--- src/rtl/gpio_ovl_pkg.sv ---
package gpio_ovl_pkg;
  localparam int unsigned BYTE_OFS_LEVEL = 'hC4;
  localparam int unsigned BYTE_OFS_DIR   = 'hC6;
  localparam int unsigned BYTE_OFS_MODE  = 'hC8;

  typedef enum logic [1:0] {
    SEL_NONE  = 2'd0,
    SEL_LEVEL = 2'd1,
    SEL_DIR   = 2'd2,
    SEL_MODE  = 2'd3
  } reg_sel_e;
endpackage

--- src/rtl/gpio_rst_sync.sv ---
module gpio_rst_sync #(
  parameter int unsigned STAGES = 2
) (
  input  logic clk,
  input  logic rst_n_async,
  output logic rst_n_sync
);
  logic [STAGES-1:0] chain_q;
  logic [STAGES-1:0] chain_n;

  always_comb begin
    chain_n = {chain_q[STAGES-2:0], 1'b1};
  end

  always_ff @(posedge clk or negedge rst_n_async) begin
    if (!rst_n_async) chain_q <= '0;
    else              chain_q <= chain_n;
  end

  assign rst_n_sync = chain_q[STAGES-1];
endmodule

--- src/rtl/gpio_in_sync.sv ---
module gpio_in_sync #(
  parameter int unsigned PINS = 4
) (
  input  logic            clk,
  input  logic            rst_n,
  input  logic [PINS-1:0] pin_raw,
  output logic [PINS-1:0] pin_sync
);
  for (genvar i = 0; i < PINS; i++) begin : g_bit
    logic meta_q, stable_q;
    always_ff @(posedge clk or negedge rst_n) begin
      if (!rst_n) begin
        meta_q   <= 1'b0;
        stable_q <= 1'b0;
      end else begin
        meta_q   <= pin_raw[i];
        stable_q <= meta_q;
      end
    end
    assign pin_sync[i] = stable_q;
  end
endmodule

--- src/rtl/gpio_regfile.sv ---
module gpio_regfile
  import gpio_ovl_pkg::*;
#(
  parameter int unsigned PINS   = 4,
  parameter int unsigned DATA_W = 16
) (
  input  logic              clk,
  input  logic              rst_n,
  input  reg_sel_e          sel,
  input  logic              wr,
  input  logic [DATA_W-1:0] wdata,
  input  logic [PINS-1:0]   pin_sync,
  output logic [DATA_W-1:0] level_view,
  output logic [DATA_W-1:0] dir_view,
  output logic [DATA_W-1:0] mode_view,
  output logic              mode_rw,
  output logic [PINS-1:0]   pin_out,
  output logic [PINS-1:0]   pin_oe
);
  localparam logic [DATA_W-1:0] PIN_MASK  = DATA_W'((1 << PINS) - 1);
  localparam logic [DATA_W-1:0] MODE_MASK = DATA_W'(1);

  logic [DATA_W-1:0] level_q, level_n;
  logic [DATA_W-1:0] dir_q,   dir_n;
  logic [DATA_W-1:0] mode_q,  mode_n;
  logic              level_en, dir_en, mode_en;
  logic [DATA_W-1:0] ext_wide;

  always_comb begin
    level_en = wr && (sel == SEL_LEVEL);
    dir_en   = wr && (sel == SEL_DIR);
    mode_en  = wr && (sel == SEL_MODE);
    level_n  = wdata & PIN_MASK;
    dir_n    = wdata & PIN_MASK;
    mode_n   = wdata & MODE_MASK;
  end

  always_ff @(posedge clk or negedge rst_n) begin
    if (!rst_n)        level_q <= '0;
    else if (level_en) level_q <= level_n;
  end

  always_ff @(posedge clk or negedge rst_n) begin
    if (!rst_n)      dir_q <= '0;
    else if (dir_en) dir_q <= dir_n;
  end

  always_ff @(posedge clk or negedge rst_n) begin
    if (!rst_n)       mode_q <= '0;
    else if (mode_en) mode_q <= mode_n;
  end

  always_comb begin
    ext_wide   = DATA_W'(pin_sync);
    level_view = (level_q & dir_q) | (ext_wide & ~dir_q & PIN_MASK);
    dir_view   = dir_q;
    mode_view  = mode_q;
    mode_rw    = mode_q[0];
    pin_oe     = dir_q[PINS-1:0];
    pin_out    = level_q[PINS-1:0] & dir_q[PINS-1:0];
  end

  assert_dir_oe_R6: assert property (@(posedge clk) disable iff (!rst_n)
    (wr && sel == SEL_DIR) |=> (pin_oe == $past(wdata[PINS-1:0])));

  assert_undriven_low_R6: assert property (@(posedge clk) disable iff (!rst_n)
    ((pin_out & ~pin_oe) == '0));

  assert_hold_no_write_R5: assert property (@(posedge clk) disable iff (!rst_n)
    !wr |=> ($stable(level_q) && $stable(dir_q) && $stable(mode_q)));

  assert_mode_global_R9: assert property (@(posedge clk) disable iff (!rst_n)
    (wr && sel == SEL_MODE) |=> (mode_rw == $past(wdata[0])));
endmodule

--- src/rtl/gpio_rdmux.sv ---
module gpio_rdmux
  import gpio_ovl_pkg::*;
#(
  parameter int unsigned DATA_W = 16
) (
  input  logic              clk,
  input  logic              rst_n,
  input  logic              rd,
  input  reg_sel_e          sel,
  input  logic              mode_rw,
  input  logic [DATA_W-1:0] level_view,
  input  logic [DATA_W-1:0] dir_view,
  input  logic [DATA_W-1:0] mode_view,
  input  logic [DATA_W-1:0] rom_rdata,
  output logic [DATA_W-1:0] bus_rdata
);
  logic              take_q, take_n;
  logic [DATA_W-1:0] val_q,  val_n;

  always_comb begin
    take_n = mode_rw && (sel != SEL_NONE);
    unique case (sel)
      SEL_LEVEL: val_n = level_view;
      SEL_DIR:   val_n = dir_view;
      SEL_MODE:  val_n = mode_view;
      default:   val_n = '0;
    endcase
  end

  always_ff @(posedge clk or negedge rst_n) begin
    if (!rst_n) begin
      take_q <= 1'b0;
      val_q  <= '0;
    end else if (rd) begin
      take_q <= take_n;
      val_q  <= val_n;
    end
  end

  assign bus_rdata = take_q ? val_q : rom_rdata;

  assert_wo_reads_rom_R3: assert property (@(posedge clk) disable iff (!rst_n)
    (rd && sel != SEL_NONE && !mode_rw) |=> (bus_rdata == rom_rdata));

  assert_miss_reads_rom_R5: assert property (@(posedge clk) disable iff (!rst_n)
    (rd && sel == SEL_NONE) |=> (bus_rdata == rom_rdata));
endmodule

--- src/rtl/cart_gpio_overlay.sv ---
module cart_gpio_overlay
  import gpio_ovl_pkg::*;
#(
  parameter int unsigned ADDR_W = 12,
  parameter int unsigned DATA_W = 16,
  parameter int unsigned PINS   = 4
) (
  input  logic              clk,
  input  logic              rst_n,
  input  logic [ADDR_W-1:0] bus_addr,
  input  logic              bus_rd,
  input  logic              bus_wr,
  input  logic [DATA_W-1:0] bus_wdata,
  output logic [DATA_W-1:0] bus_rdata,
  output logic [ADDR_W-1:0] rom_addr,
  input  logic [DATA_W-1:0] rom_rdata,
  input  logic [PINS-1:0]   pin_in,
  output logic [PINS-1:0]   pin_out,
  output logic [PINS-1:0]   pin_oe,
  input  logic              periph_irq,
  output logic              cart_irq_n
);
  localparam logic [ADDR_W-1:0] HW_LEVEL = ADDR_W'(BYTE_OFS_LEVEL >> 1);
  localparam logic [ADDR_W-1:0] HW_DIR   = ADDR_W'(BYTE_OFS_DIR >> 1);
  localparam logic [ADDR_W-1:0] HW_MODE  = ADDR_W'(BYTE_OFS_MODE >> 1);

  logic              rst_n_int;
  logic [PINS-1:0]   pin_sync;
  reg_sel_e          sel;
  logic [DATA_W-1:0] level_view, dir_view, mode_view;
  logic              mode_rw;

  gpio_rst_sync #(.STAGES(2)) u_rst (
    .clk(clk), .rst_n_async(rst_n), .rst_n_sync(rst_n_int)
  );

  gpio_in_sync #(.PINS(PINS)) u_sync (
    .clk(clk), .rst_n(rst_n_int), .pin_raw(pin_in), .pin_sync(pin_sync)
  );

  always_comb begin
    if      (bus_addr == HW_LEVEL) sel = SEL_LEVEL;
    else if (bus_addr == HW_DIR)   sel = SEL_DIR;
    else if (bus_addr == HW_MODE)  sel = SEL_MODE;
    else                           sel = SEL_NONE;
  end

  gpio_regfile #(.PINS(PINS), .DATA_W(DATA_W)) u_regs (
    .clk(clk), .rst_n(rst_n_int), .sel(sel), .wr(bus_wr), .wdata(bus_wdata),
    .pin_sync(pin_sync), .level_view(level_view), .dir_view(dir_view),
    .mode_view(mode_view), .mode_rw(mode_rw), .pin_out(pin_out), .pin_oe(pin_oe)
  );

  gpio_rdmux #(.DATA_W(DATA_W)) u_rd (
    .clk(clk), .rst_n(rst_n_int), .rd(bus_rd), .sel(sel), .mode_rw(mode_rw),
    .level_view(level_view), .dir_view(dir_view), .mode_view(mode_view),
    .rom_rdata(rom_rdata), .bus_rdata(bus_rdata)
  );

  assign rom_addr   = bus_addr;
  assign cart_irq_n = ~periph_irq;
endmodule

--- config.mk ---
export PLATFORM = sky130hd
export DESIGN_NAME = cart_gpio_overlay
export DESIGN_NICKNAME = d
export VERILOG_FILES = /design/src/rtl/gpio_ovl_pkg.sv /design/src/rtl/gpio_rst_sync.sv /design/src/rtl/gpio_in_sync.sv /design/src/rtl/gpio_regfile.sv /design/src/rtl/gpio_rdmux.sv /design/src/rtl/cart_gpio_overlay.sv
export SDC_FILE = /design/constraint.sdc
export NUM_CORES = 1
export LEC_CHECK = 0
export BUFFER_PORTS_ARGS = -buffer_cell sky130_fd_sc_hd__buf_2
export CAP_MARGIN = 20
export CORE_ASPECT_RATIO = 0.8
export CORE_MARGIN = 10
export CORE_UTILIZATION = 39
export DETAILED_ROUTE_END_ITERATION = 6
export GPL_TIMING_DRIVEN = 0
export PLACE_DENSITY = 0.87
export SYNTH_ARGS = -nofsm -noshare
export SYNTH_HDL_FRONTEND = slang
export SYNTH_SLANG_ARGS = --single-unit
--- constraint.sdc ---
create_clock -name clk -period 1.3 [get_ports clk]
set_input_delay 0.26 -clock clk [delete_from_list [all_inputs] [get_ports clk]]
set_output_delay 0.26 -clock clk [all_outputs]
set_load 0.005 [all_outputs]
==> summary.md <==
| Metric | Value |
|---|---|
| Vias in the first global route | `1101` |
| I/O pins | `90` |
| Fin. max-slew vios | `0` |
| Share of layout cells above drive strength 1 | `64.55%` |
| ANT nets after route | `0` |
| DRT Pass-1 Iters | `4` |
| Synth unique cells | `24` |
| Routed vias/inst | `4.581` |
| Worst-Margin Slew | `0.8695 ns` |
| Worst path slowest cell | `dfrtp_2` |
| Top achievable clock speed | `0.6868 GHz` |
| Outcome | `finished, violations left` |
| Setup-failing EPs final | `20` |
| RSZ-0062 raised after global routing | `true` |
| Crit-path leading delay family | `flip-flops` |
| Area contributors post-synth | `dfrtp_1 (50%), mux2_2 (8.4%), buf_4 (7.5%)` |
| Core box area | `2850 um2` |
| Starting Density | `42.10%` |
| Max transition margin | `42.03%` |
| Via count | `1040` |
| Synth area leader | `dfrtp_1` |
| Worst Path Required | `1.04 ns` |
| Largest stage delay, worst path | `0.49 ns` |
| Floorplan row count | `17` |
| Die Span X | `82.02 um` |
| DR WL/cell | `14.95 um` |
| Prevailing post-synth register cell | `dfrtp_1` |
| CTS tree | `done` |
| Synth Cell Area | `1200 um2` |
| Hold Path Class | `input port to flip-flop` |
| Count of final hold-check violations | `0` |
| WP buf/inv | `1` |
| Critical Path Sink | `bus_rdata[2]` |
| Failing checks | `setup timing` |
| Max Cap Viol | `0` |
| Total Wirelength | `3394 um` |
| Die Height | `69.61 um` |
| Grt total ovfl | `0` |
| Critical-path cell list | `mux2_4, buf_6` |
| Clock buffer depth | `2` |
| Setup TNS | `-1.857 ns` |
| Post-synthesis register bit count | `24` |
| Clock Latency Late Sink | `0.26 ns` |
| H-tree depth | `1` |
| Gpl congestion | `0.7976` |
| Maximum VDD drop | `0.9064 mV` |
| Inserted Diodes | `0` |
| Synth async-reset ratio | `100.0%` |
| Final Worst Setup Slack | `-0.1561 ns` |
| Clk slew on worst S/H paths | `0.08 ns` |
| Mean Syn Cell Area | `11.54 um2` |
| Synth Instances | `104` |
| Pwr Total | `1.644 mW` |
| DP Area | `1645 um2` |
| Drt drc | `0` |
| Design area | `1847 um2` |
| Reg-to-reg slack, setup | `0.23 ns` |
| Port Buffers | `77` |
| First-pass GRT wire length | `5078 um` |
| Largest net degree at the start of global routing | `23` |
| Tcrit/Tclk final | `112.0%` |
| Initial antenna violation count | `0` |
| Crit Path Class | `flip-flop to output pin` |
| Clock sinks | `24` |
| Die area | `5709 um2` |
| Worst R2R End | `u_rd.val_q[0]` |
| R2r startpoint | `u_regs.level_q[0]` |
| Tmin final | `1.456 ns` |
| Power Density | `890.3 nW/um2` |
| Post-synth EDFFs | `0` |
| Beginning of the critical path | `u_rd.take_q` |
| 1st-iter DRT viols | `15` |
| R2r worst-path depth | `4` |
| CTS buffer count | `3` |
| Crit path capture type | `output pin` |
| CP Max Fanout | `7` |
| Synthesized Nets | `157` |
| Setup crit start kind | `flip-flop` |
| Top cell type's share of synthesized area | `50.05%` |
| Area Growth Syn to Fin | `53.91%` |
| Clk root buf | `clkbuf_8` |
| Post-DP HPWL | `2743 um` |
| YS warnings | `0` |
| Levels on crit path | `2` |
| Final nets | `243` |
| Sequential cell area fraction in the yosys report | `50.05%` |
| P_leak | `0.9714 nW` |
| Clk_skew | `0.002529 ns` |
| Data arrival time of the critical path | `1.20 ns` |
| Total GRT Usage | `10.86%` |
## Yosys cell counts (2+ instances only)
cell      count
and2_1        4
nor2b_1      12
nor2_1        3
a21oi_1       3
clkbuf_1      3
o22ai_1       5
nand3_1       2
inv_1         7
dfrtp_1      24
and4b_4       2
o21a_1        3
mux2_2        9
mux2_4        4
o21ai_0       2
buf_4        12
## cells in the final DEF (no fill, tap or decap), types with 2 or more instances in the layout
cell type	n
a21oi_1	3
inv_1	7
o21ai_0	2
nor2_1	3
dfrtp_1	23
nor2b_2	2
clkbuf_8	3
mux2_2	4
and2_1	4
mux2_4	9
buf_4	15
o21a_1	3
and4b_4	2
nor2b_1	10
o22ai_1	4
buf_8	2
buf_6	6
buf_2	71
## cells by family after synthesis
| logic type | after synthesis | synth area share (%) |
|---|---|---|
| simple gates | 29 | 17.73 |
| compound gates | 15 | 7.821 |
| mux | 13 | 13.45 |
| buf+inv | 22 | 10.64 |
| other cells | 1 | 0.3125 |
| flops | 24 | 50.05 |
## state kept, by name, summed over array words and instances, names as in the netlist
name,cells
u_rd.take_q,1
u_rd.val_q,4
u_regs.dir_view,4
u_regs.level_q,4
u_regs.mode_view,1
u_rst.chain_q,2
u_sync.g_bit.meta_q,4
u_sync.g_bit.stable_q,4
## report_power, final
group | leakage, nW | switching (mW) | internal (mW)
clock | 0.0357 | 0.227 | 0.411
sequential | 0.310 | 0.0176 | 0.762
combinational | 0.625 | 0.0852 | 0.141
## metrics by stage
stage / cells / hold WS [ns] / util (%) / worst slack, ns
floorplan: 104 / -0.03559 / - / -0.1919
global placement: 219 / 0.04640 / 57.73 / -0.3903
detailed placement: 219 / 0.04716 / 57.73 / -0.4282
CTS: 226 / 0.09166 / 62.20 / -0.1479
global route: 227 / 0.08540 / 64.79 / -0.1909
finish: 227 / 0.09649 / 64.79 / -0.1561
## how the worst min path moves through the flow
stage	from	cells after the start	slack, ns	to
6_report	pin_in[0]	1	0.1	u_sync.g_bit[0].meta_q
4_1_cts	pin_in[1]	1	0.09	u_sync.g_bit[1].meta_q
3_3_place_gp	rst_n	1	0.05	u_rst.chain_q[0]
5_1_grt	pin_in[1]	1	0.09	u_sync.g_bit[1].meta_q
2_1_floorplan	rst_n	0	-0.04	u_rst.chain_q[0]
3_5_place_dp	rst_n	1	0.05	u_rst.chain_q[0]
## final cells by class
| class | count | area [um2] |
|---|---|---|
| fill | 232 | 1003 |
| tap | 38 | 47.55 |
| buffer | 14 | 108.9 |
| clock buffer | 3 | 41.29 |
| sequential | 24 | 601.8 |
| multi-input combinational | 58 | 520.5 |
| inverter | 7 | 26.28 |
| clock inverter | 1 | 30.03 |
| timing repair buffer | 82 | 470.5 |
## timing repair
action,in CTS,in global routing
hold buffers,1,0
gates resized for setup,8,15
gates cloned,0,0
setup endpoints to repair,21,25
pin swaps,2,2
hold endpoints to repair,2,0
setup buffers,3,1
## worst reg2reg max path: stages (launching register included)
cell,delay [ns]
dfrtp_1,0.39
o21ai_0,0.15
o21ai_0,0.11
a22oi_1,0.20
o22ai_1,0.10
## routing by layer
| layer | wire length, um | track usage, % |
|---|---|---|
| met5 | 0 | 0 |
| met4 | 8 | 1.685 |
| met3 | 503 | 4.780 |
| met2 | 1528 | 18.91 |
| met1 | 1353 | 11.88 |
Note: power is estimated with default switching activity, not from simulation.
